`src/rtl/clk_lane_hs_ctrl.sv`:
```
module clk_lane_hs_ctrl #(
  parameter int CW = 8
) (
  input  logic          clk,
  input  logic          rst_n,
  input  logic          req,
  input  logic          data_idle,
  input  logic [CW-1:0] len_prepare,
  input  logic [CW-1:0] len_zero,
  input  logic [CW-1:0] len_pre,
  input  logic [CW-1:0] len_post,
  input  logic [CW-1:0] len_trail,
  input  logic [CW-1:0] len_exit,
  output logic [1:0]    lp_line,
  output logic          hs_en,
  output logic          hs_clk,
  output logic          data_go,
  output logic          ack
);
  localparam logic [CW-1:0] ONE = CW'(1);

  typedef enum logic [2:0] {
    P_STOP, P_BRIDGE, P_ZERO, P_LEAD, P_RUN, P_TAIL, P_TRAIL, P_EXIT
  } phase_t;

  phase_t        ph, ph_d;
  logic [CW-1:0] cnt, cnt_d;
  logic          clk_q, go_q, ack_q;
  logic          toggling_d;

  function automatic logic [CW-1:0] ld(input logic [CW-1:0] v);
    return (v == '0) ? '0 : v - ONE;
  endfunction

  always_comb begin
    ph_d  = ph;
    cnt_d = cnt;
    unique case (ph)
      P_STOP: if (req) begin
        ph_d  = P_BRIDGE;
        cnt_d = ld(len_prepare);
      end
      P_RUN: if (!req && data_idle) begin
        ph_d  = P_TAIL;
        cnt_d = ld(len_post);
      end
      default: begin
        if (cnt != '0) begin
          cnt_d = cnt - ONE;
        end else begin
          unique case (ph)
            P_BRIDGE: begin ph_d = P_ZERO;  cnt_d = ld(len_zero);  end
            P_ZERO:   begin ph_d = P_LEAD;  cnt_d = ld(len_pre);   end
            P_LEAD:   ph_d = P_RUN;
            P_TAIL:   begin ph_d = P_TRAIL; cnt_d = ld(len_trail); end
            P_TRAIL:  begin ph_d = P_EXIT;  cnt_d = ld(len_exit);  end
            P_EXIT:   ph_d = P_STOP;
            default:  ph_d = P_STOP;
          endcase
        end
      end
    endcase
  end

  assign toggling_d = (ph_d == P_LEAD) || (ph_d == P_RUN) || (ph_d == P_TAIL);

  always_ff @(posedge clk) begin
    if (!rst_n) begin
      ph    <= P_STOP;
      cnt   <= '0;
      clk_q <= 1'b0;
      go_q  <= 1'b0;
      ack_q <= 1'b0;
    end else begin
      ph    <= ph_d;
      cnt   <= cnt_d;
      clk_q <= toggling_d ? ~clk_q : 1'b0;
      go_q  <= (ph_d == P_RUN);
      ack_q <= (ph_d == P_RUN) || (ph_d == P_TAIL) || (ph_d == P_TRAIL) || (ph_d == P_EXIT);
    end
  end

  assign lp_line = (ph == P_STOP || ph == P_EXIT) ? 2'b11 : 2'b00;
  assign hs_en   = !(ph == P_STOP || ph == P_BRIDGE || ph == P_EXIT);
  assign hs_clk  = clk_q;
  assign data_go = go_q;
  assign ack     = ack_q;
endmodule


```
`config.mk`:
```
export PLATFORM = sky130hd
export DESIGN_NAME = clk_lane_hs_ctrl
export DESIGN_NICKNAME = d
export VERILOG_FILES = /design/src/rtl/clk_lane_hs_ctrl.sv
export SDC_FILE = /design/constraint.sdc
export NUM_CORES = 1
export LEC_CHECK = 0
export ABC_AREA = 1
export CAP_MARGIN = 20
export CORE_UTILIZATION = 39
export CTS_CLUSTER_DIAMETER = 60
export DETAILED_ROUTE_END_ITERATION = 8
export DONT_BUFFER_PORTS = 1
export PLACE_DENSITY = 0.5
export SYNTH_ARGS = -nofsm -noshare
export SYNTH_HDL_FRONTEND = slang
export SYNTH_SLANG_ARGS = --single-unit
```
`constraint.sdc`:
```
create_clock -name clk -period 2 [get_ports clk]
set_clock_uncertainty 0.15 [all_clocks]
set_input_delay 0.5 -clock clk [delete_from_list [all_inputs] [get_ports clk]]
set_output_delay 0.5 -clock clk [all_outputs]
set_load 0.05 [all_outputs]
```
* Word-level counts from Yosys, hierarchy flattened
Cells that the tools add are included.
** Word-level totals
- Register bits after elaboration :: 14
- Bits in latches :: 0
- Bits in writable memories :: 0
- ROM bits :: 0
- Word-level logic and storage cells :: 66
- Memories kept :: 0
** Operators by class
- Add/sub/neg operators :: 7
- Multipliers :: 0
- Div/mod/pow operators :: 0
- $lt $le $gt $ge :: 0
- Equality and inequality tests :: 14
- Shift operators :: 0
- Mux-type cells :: 17
- Bitwise logic cells :: 1
- Reductions and logical operators :: 22
** Operator list (number)
- $mux 8 :: 9
- $sub 8x1->8 const B :: 7
- $logic_not 8->1 :: 6
- $pmux 8 s4 :: 1
- $eq 3x3->1 const B :: 8
- $pmux 8 s2 :: 1
- $pmux 3 s5 :: 1
- $eq 3x2->1 const B :: 3
- $mux 3 :: 3
- $logic_or 1x1->1 :: 8
- $reduce_bool 8->1 :: 1
- $reduce_bool 7->1 :: 1
- $pmux 3 s2 :: 1
- $ne 2x2->1 const B :: 2
- $eq 3x1->1 const B :: 1
- $logic_not 3->1 :: 1
- $reduce_and 3->1 :: 1
- $logic_not 1->1 :: 2
- $mux 2 :: 1
- $reduce_and 2->1 :: 1
- $logic_and 1x1->1 :: 1
- $not 1->1 :: 1

* Depth between registers and ports, before layout
Gate-level depths: netlist of run 1.
- Depth in word-level cells :: 8
- Gate-level depth with buffers :: 13

* Worst setup path after synthesis of run 1
Ideal clock, no wire load.
- Path type :: register to output
- Start point :: register ph[1]
- End point :: output lp_line[1]
- Data arrival time :: 1.307 ns
- Required time :: 1.350 ns
- Setup slack :: 0.043 ns
- Stages on the path, launching flop included :: 7
- Path buffers :: 1
- Cell sequence :: dfxtp_1 > inv_2 > nand2_2 > inv_2 > nand2_1 > nand2_1 > buf_4
** Between the ends
- Word-level cells in the longest chain between the ends :: 3
- Elaborated cells on any way between the ends :: 4
** RTL lines
- start, declared :: RTL line 26 : phase_t ph, ph_d;
- start signal, assigned :: RTL line 75 : ph <= ph_d;
- $eq 3x3->1 or $logic_not 3->1 (tied branches) :: RTL line 83 : assign lp_line = (ph == P_STOP || ph == P_EXIT) ? 2'b11 : 2'b00;
- $logic_or 1x1->1 (*) :: RTL line 83
- $mux 2 (*) :: RTL line 83
- end, declared :: RTL line 14 : output logic [1:0] lp_line,
Mark *: on every way between the ends. The rest lies on a longest branch, timed or not.

* Worst setup path after layout of run 1
- Start point :: register ph[0]
- End point :: output lp_line[0]
The elaborated chain is that of the path after synthesis.

==> results of run 1 <==
==> critical path, stage by stage, from the launching register on <==
cell	delay, ns
dfxtp_1	0.33
inv_1	0.11
nand2_4	0.09
inv_2	0.12
nand2_2	0.10
nand2_2	0.09
buf_12	0.17
==> report_power, final <==
part / switching [mW] / internal (mW) / leakage, nW / total [mW]
combinational: 0.402 / 0.271 / 1.05 / 0.673
sequential: 0.0470 / 0.314 / 0.115 / 0.361
clock: 0.107 / 0.175 / 0.0288 / 0.282
==> what timing repair did <==
action	CTS	global route
endpoints found under the hold margin	0	0
resized for setup	2	6
setup endpoints to repair	3	5
cloned	0	0
hold buffers	0	0
==> state kept, by name, summed over array words and instances, names as in the netlist <==
register and flops:
ack 1, cnt 8, ph 3, data_go 1, hs_clk 1
==> cell usage after synthesis <==
library cell / n / share of area
a21oi_1: 16 / 0.038
a21oi_2: 1 / 0.0041
a31oi_1: 2 / 0.0059
buf_4: 1 / 0.0035
buf_6: 1 / 0.0053
clkbuf_1: 1 / 0.0018
dfxtp_1: 14 / 0.13
ha_1: 12 / 0.071
inv_1: 63 / 0.11
inv_2: 6 / 0.011
nand2_1: 79 / 0.14
nand2_2: 1 / 0.0029
nand2_4: 3 / 0.016
nand3_1: 34 / 0.080
nand3_2: 2 / 0.0094
nand3b_1: 1 / 0.0035
nand4_1: 5 / 0.015
nor2_1: 51 / 0.090
nor2_2: 4 / 0.012
nor2_4: 1 / 0.0053
nor3_1: 6 / 0.014
nor3_4: 1 / 0.0076
o2111ai_1: 1 / 0.0041
o211ai_1: 1 / 0.0035
o21a_1: 1 / 0.0035
o21ai_0: 25 / 0.059
o21ai_1: 9 / 0.021
o21bai_1: 2 / 0.0071
o22ai_1: 3 / 0.0088
o31ai_1: 1 / 0.0035
or2_2: 2 / 0.0059
xnor2_1: 7 / 0.029
xor2_1: 19 / 0.078
==> kinds of logic after synthesis <==
family	count (synthesis)	synth area share
buffers and inverters	72	0.132
DFF	14	0.132
and+or+nand+nor	190	0.400
AOI/OAI and AO/OA	62	0.158
adders and majority gates	12	0.0705
xor gates and xnor gates	26	0.107
==> area by class of cell <==
type | count | area share
repair buffers | 21 | 0.0697
inverters | 69 | 0.106
well taps | 70 | 0.0359
flip-flops and latches | 14 | 0.115
multi-input cells | 290 | 0.651
clock buffers | 4 | 0.0225
==> per-stage QoR <==
step                      instances  worst slack, ns  utilization
after floorplan                 376           0.0433            -
after global placement          464           0.0447        0.457
after detailed placement        464           0.0261        0.457
after CTS                       468          0.00688        0.469
after global routing            468           0.0145        0.472
final                           468           0.0816        0.472
==> metal layers <==
metal,vias up,share of wire
li1,1236,-
met1,1005,0.51
met2,45,0.45
met3,0,0.040
met4,0,0
met5,-,0
==> worst max-delay path by stage <==
stage	endpoint	slack [ns]	cells past startpoint
after floorplan	lp_line[1]	0.04	6
after detailed placement	cnt[5]	0.03	11
after global placement	cnt[5]	0.04	11
after global routing	cnt[3]	0.01	8
after CTS	lp_line[0]	0.007	6
final	lp_line[0]	0.08	6
==> metrics, run 1 <==
clk_lat worst skew between 0.2 and 0.3 ns; Overflow after GRT 0; worst reg2reg endpoint cnt[1]; minimum clock period ~1.9 ns; first-pass GRT wire length between 9000 and 10,000 um; sequential fraction of the synthesis area 0.132; initial antenna violation count 0; row cnt 26; Initial Util 0.411; hold_sp rst_n; Pins Over Slew Limit 0; die width around 76 um; Worst-path clk slew around 0.06 ns; met1 usage 0.307; Critical R2R Launch cnt[1]; WP data required roughly 1.4 ns; FILL cells 590; Die ar. 5760 um2; clk sinks 14; share of cells above drive strength 1 0.133; CTS max path bufs 2; die height ~76 um; ANT nets after route 0; Core Region approximately 5200 um2; via count roughly 2.3k; final setup fails 0; n_diodes 0; met3 Use GR 0.0278; synthesized cell area between 2000 and 2500 um2; root buffer cell clkbuf_8; TritonCTS clock tree built; GR peak layer met2; Syn Area/Cell between 5 and 6 um2; maximum number of pins on one net before global-route repair 11; setup tns final 0 ns; # DRC 0; RSZ-0062 raised after global routing false; Post-CTS Setup Inserts 0; area delta synth->final 14.8%; routed vias/inst slightly below 5; Leakage Power 1.20 nW; Slew @ Worst Pin between 0.5 and 0.6 ns; total power roughly 1.3 mW; worst ir drop on vdd ~0.23 mV; FF-to-FF path depth 8; crit path DAT 1.27 ns; CP Class reg -> out; flops & latches, synth 14; All-Layer GR Usage 0.209; most frequent cells in the layout nand2_1, inv_1, nor2_1, nand3_1, o21ai_0; Max-Cap Viols 0; placed cell areas 2360 um2; max frequency roughly 0.52 GHz; Starting DRT DRC Count 73; DP Wirelength slightly below 5000 um; length of the first detailed-routing pass in iterations 4; Register Area about 280 um2; Crit Path Max Fanout 7; area of the multi-input gates about 1600 um2; WL final roughly 5700 um; syn_nets 440; average wire per standard cell about 12 um; met2 usage 0.333; Final Cell Area about 2400 um2; vias in the first global route about 2.1k; Num CTS Buffers 3; max_slew headroom 0.664; Final Hold Vio Count 0; gpl congestion ~0.88; post-synthesis cell count about 380; post-route clock period utilization 0.959; worst hold path depth 2; H-tree lvl count 1; Netlist cell types 33; Worst Setup Start Kind register; status finished, final reports clean; Port-buffer cells 0; Ys Warns 0; Crit. Startpoint ph[0]; PwrDens ~540 nW/um2; R2R setup slack around 0.12 ns; I/O Pins 58; Critical Path Sink Type output port; most common cell after layout, fill and taps aside nand2_1; hold path endpoint ph[0]; # nets final 463; WHS approximately 0.20 ns; Hold Path Class in -> reg
Power figures use the tool's default switching activity.
==> run 2: changes to the inputs <==
--- a/config.mk
+++ b/config.mk
@@ -12,6 +12,8 @@
 export DETAILED_ROUTE_END_ITERATION = 8
 export DONT_BUFFER_PORTS = 1
 export PLACE_DENSITY = 0.5
+export REMOVE_ABC_BUFFERS = 1
+export SLEW_MARGIN = 5
 export SYNTH_ARGS = -nofsm -noshare
 export SYNTH_HDL_FRONTEND = slang
 export SYNTH_SLANG_ARGS = --single-unit
==> run 2 against run 1 <==
Final cell count unchanged; largest power group unchanged; clock power decreased by 19%; register-to-register slack improved by 0.04 ns; utilization fell by 0.097 points; cell area shrank 0.20%; combinational power is 2% higher; fmax rose by 0.97%; non-clock buffer count is 1 higher.
==> metrics, run 2 (synthesis results as in run 1) <==
All-Layer GR Usage 0.204; I/O Pins 58; # DRC 0; most common cell after layout, fill and taps aside nand2_1; row cnt 26; Pins Over Slew Limit 0; TritonCTS clock tree built; FILL cells between 500 and 600; status finished, final reports clean; maximum number of pins on one net before global-route repair 11; max_slew headroom 0.666; Overflow after GRT 0; Final Hold Vio Count 0; n_diodes 0; Largest delay share family, worst path buffers and inverters; Crit Path Max Fanout 4; crit-path cells buf_4 > nand2_1 > inv_2 > nand2_1 > o21ai_0 > inv_2; vias in the first global route 2,070; Port-buffer cells 0; CP max stage delay 0.32 ns; clk sinks 14; post-route clock period utilization 0.950; PwrDens 523 nW/um2; RSZ-0062 raised after global routing false; Die ar. ~5800 um2; DP Wirelength roughly 5000 um; H-tree lvl count 1; Max-Cap Viols 0; CP bufs+invs 3; clk_lat worst skew around 0.24 ns; most frequent cells in the layout nand2_1, inv_1, nor2_1, nand3_1, o21ai_0; Initial Util 0.411; initial antenna violation count 0; Num CTS Buffers 3; length of the first detailed-routing pass in iterations 4; CP Class reg -> out; worst ir drop on vdd 0.289 mV; setup tns final 0 ns; crit path DAT about 1.3 ns; final setup fails 0; ANT nets after route 0; via count roughly 2.3k; average wire per standard cell approximately 12 um; CTS max path bufs 2; Worst Setup Start Kind register; die width 75.9 um; CP max stage cell dfxtp_1; total power between 1 and 1.5 mW; area delta synth->final 14.5%; die height around 76 um; Hold Path Class in -> reg; Leakage Power about 1.2 nW; Slew @ Worst Pin between 0.4 and 0.5 ns; Worst-path clk slew around 0.060 ns; first-pass GRT wire length around 8900 um; max reg flops 8; Largest Register cnt; routed vias/inst between 4 and 5; WL final around 5800 um; Post-CTS Setup Inserts 0; WHS around 0.22 ns; Critical Path Sink Type output port; # nets final around 460; minimum clock period about 1.9 ns; share of cells above drive strength 1 0.136; WP data required roughly 1.4 ns; max frequency 0.526 GHz; Starting DRT DRC Count approximately 100; Core Region 5170 um2; top flop regs cnt (8), ph (3); root buffer cell clkbuf_8; gpl congestion ~0.86
## run 2: final timing paths
path         startpoint     end  slack (ns)  cells past startpoint
min               rst_n   ph[0]        0.22                      2
max               ph[1]   hs_en        0.10                      6
max reg2reg      cnt[1]  cnt[4]        0.16                     10
min reg2reg      cnt[1]  cnt[1]        0.41                      2
## run 2: cell type report
type / instances / area, um2 / area share
Inverter: 69 / 259 / 0.106
Tap cell: 70 / 87.6 / 0.0359
Clock buffer: 3 / 41.3 / 0.0169
Sequential cell: 14 / 282 / 0.116
Multi-Input combinational cell: 290 / 1590 / 0.652
Timing Repair Buffer: 22 / 178 / 0.0729
## run 2: timing repair
action	in CTS	in global routing
setup endpoints to repair	3	5
resized for setup	2	7
hold buffers	0	0
cloned	0	0
## run 2: worst register-to-register path, cell delays in order, from the launching register on
cell and delay (ns):
dfxtp_1 0.32, inv_1 0.10, ha_2 0.22, inv_1 0.05, nor3_1 0.20, nand3_2 0.10, buf_4 0.17, a21oi_2 0.13
o2111ai_1 0.12, nand2_1 0.11, a21oi_1 0.06
## run 2: power by group
group          switching (mW)  internal, mW
logic                   0.406         0.278
registers              0.0471         0.315
clock network          0.0959         0.133
total                   0.549         0.726
## run 2: per-layer routing
metal	share of wire	GRT usage	wire, um	up-vias
li1	-	-	-	1240
met2	0.44	0.340	2520	66
met1	0.51	0.289	2930	1010
met5	0	0	0	-
met3	0.043	0.0278	251	7
met4	0.013	0.0206	76	0
## run 2: stage by stage
stage | std cells | setup slack, ns | util | instance area, um2
after floorplan | 373 | 0.0551 | - | 2110
after global placement | 465 | 0.0487 | 0.458 | 2370
after detailed placement | 465 | 0.0285 | 0.458 | 2370
after CTS | 468 | 0.00844 | 0.467 | 2420
after global routing | 468 | 0.0159 | 0.471 | 2440
final | 468 | 0.100 | 0.471 | 2440
==> run 3: changes to the inputs <==
--- a/config.mk
+++ b/config.mk
@@ -5,7 +5,7 @@
 export SDC_FILE = /design/constraint.sdc
 export NUM_CORES = 1
 export LEC_CHECK = 0
-export ABC_AREA = 1
+export ABC_AREA = 0
 export CAP_MARGIN = 20
 export CORE_UTILIZATION = 39
 export CTS_CLUSTER_DIAMETER = 60
==> run 3 against run 2 <==
The run now ends with negative setup slack left; non-clock buffer count up 30; worst setup slack got worse by 0.12 ns; die area fell by 5.9%; clock power up 22%; total power grew 23%; sequential power increased by 4%; critical path type is now in -> reg; critical path depth is the same; via count shrank 8.0%; first-iteration DRC count is 2.9% higher; fmax is 5.9% lower; synthesized cell count down 27%.
==> metrics, run 3 <==
status finished with violations; failing checks negative setup slack; WP data required approximately 2 ns; Hold Path Class in -> reg; Seq pwr share 0.240; Num CTS Buffers 3; vias in the first global route about 2.0k; asr flop ratio synth 0; Clock power frac 0.178; share of the synthesized area in the top cell type 0.140; Die ar. about 5400 um2; Syn Area/Cell between 7 and 8 um2; sequential fraction of the synthesis area 0.140; average wire per standard cell 15.5 um; Final Hold Vio Count 0; Starting DRT DRC Count between 100 and 150; All-Layer GR Usage 0.220; Final Util 0.566; Synth Flop Type dfxtp_1; clk_lat worst skew around 0.25 ns; Worst Setup Start Kind primary input; area delta synth->final 36.4%; cell type with the largest total area after synthesis dfxtp_1; main area contributors after synthesis dfxtp_1, ha_1, mux2i_1, xnor2_1, nor2_1; flops & latches, synth 14; routed vias/inst about 5.5; switching part of the total power 0.386; max frequency 0.496 GHz; most frequent cells in the layout buf_4, nor2_1, nand2_1, xnor2_1; final setup fails 1; share of cells above drive strength 1 0.301; Critical Path Sink Type register; TritonCTS clock tree built; Post-synth top cells nor2_1, inv_1, nand2_1, xnor2_1; die width 73.6 um; Ys Warns 0; worst ir drop on vdd just over 0.3 mV; Net Switching 0.607 mW; I/O Pins 58; crit path DAT approximately 2.0 ns; post-route clock period utilization 1.01; n_diodes 0; Largest Register cnt; minimum clock period about 2.0 ns; length of the first detailed-routing pass in iterations 5; CTS max path bufs 2; initial antenna violation count 0; Leakage Power 1.05 nW; WL final 6010 um; max reg flops 8; die height about 74 um; clk sinks 14; # nets final roughly 390; most common cell after layout, fill and taps aside buf_4; row cnt 25; number of synthesized flops with an enable pin 0; Port-buffer cells 0; H-tree lvl count 1; gpl congestion 0.854; ANT nets after route 0; Combinational Power Share 0.582; DP Wirelength 4780 um; Initial Util 0.415; most common cell in the netlist nor2_1; PwrDens 576 nW/um2; # DRC 0; top flop regs cnt (8), ph (3); FILL cells 488; synthesized cell area approximately 2000 um2; RSZ-0062 raised after global routing true; root buffer cell clkbuf_8; Max-Cap Viols 0; Slew @ Worst Pin between 0.5 and 0.6 ns; Hold-fix buffers, CTS 0; max_slew headroom 0.662; Crit Path Max Fanout 5; WHS about 0.23 ns; Netlist cell types 48; Internal Power a little under 1 mW; Worst-path clk slew about 0.07 ns; Pins Over Slew Limit 0; Overflow after GRT 0; via count 2,138; post-synthesis cell count around 270; first-pass GRT wire length just over 9000 um; maximum number of pins on one net before global-route repair 12; CP Class in -> reg; Core Region about 4800 um2; PnR worst setup slack -0.0181 ns
==> run 3: what timing repair did <==
| item | in CTS | in global routing |
|---|---|---|
| buffers inserted | 2 | 2 |
| gates resized for setup | 18 | 43 |
| setup endpoints to repair | 7 | 11 |
| pin swaps | 7 | 16 |
==> run 3: area by class of cell <==
type	instances	area, um2	share of cell area
Multi-Input combinational cell	233	1750	0.641
Timing Repair Buffer	52	410	0.151
Sequential cell	14	282	0.103
Inverter	19	149	0.0546
Tap cell	67	83.8	0.0307
Clock buffer	4	55.1	0.0202
==> run 3: power groups by stage <==
stage	clock network, mW	logic (mW)	registers, mW
4_1_cts	0.284	0.847	0.372
3_5_place_dp	0	0.812	0.377
2_1_floorplan	0	0.488	0.383
5_1_grt	0.294	0.997	0.382
3_3_place_gp	0	0.816	0.377
6_report	0.280	0.914	0.377
==> run 3: cells by family (layout without fill, tap and decap cells) <==
group                      count (synthesis)  after routing  share of synthesized area
and+or+nand+nor                          106            106                      0.299
adders and majority gates                 12             12                     0.0751
xor gates and xnor gates                  26             26                      0.114
AOI/OAI and AO/OA                         75             75                      0.239
buffers and inverters                     27             75                     0.0626
muxes                                     14             14                     0.0701
DFF                                       14             14                      0.140
==> run 3: path summary, 6_finish.rpt <==
kind	cells after the start	endpoint	slack (ns)	from
max	6	cnt[7]	-0.02	len_zero[2]
min	2	cnt[7]	0.23	rst_n
max reg2reg	7	cnt[1]	0.07	ph[1]
min reg2reg	2	cnt[6]	0.46	cnt[6]
==> run 3: worst max-delay path, stage by stage <==
cell	delay (ns)
or4_4	0.54
nor4_2	0.21
mux2i_1	0.26
o22ai_1	0.11
o211ai_1	0.26
a31oi_1	0.11
==> run 3: metal layers <==
layer | vias up | track usage | wire (um)
met1 | 974 | 0.296 | 2700
met5 | - | 0 | 0
met4 | 0 | 0.0278 | 96
li1 | 1101 | - | -
met3 | 8 | 0.0233 | 267
met2 | 55 | 0.388 | 2950
==> run 3: stage by stage <==
stage | instances | setup WS [ns] | area, um2 | TNS [ns] | power [mW]
after floorplan | 266 | -1.52 | 1940 | -4.15 | 0.872
after global placement | 381 | -0.366 | 2400 | -2.12 | 1.19
after detailed placement | 381 | -0.400 | 2400 | -2.25 | 1.19
after CTS | 387 | -0.0726 | 2530 | -0.0888 | 1.50
after global routing | 389 | -0.0892 | 2730 | -0.186 | 1.67
final | 389 | -0.0181 | 2730 | -0.0181 | 1.57
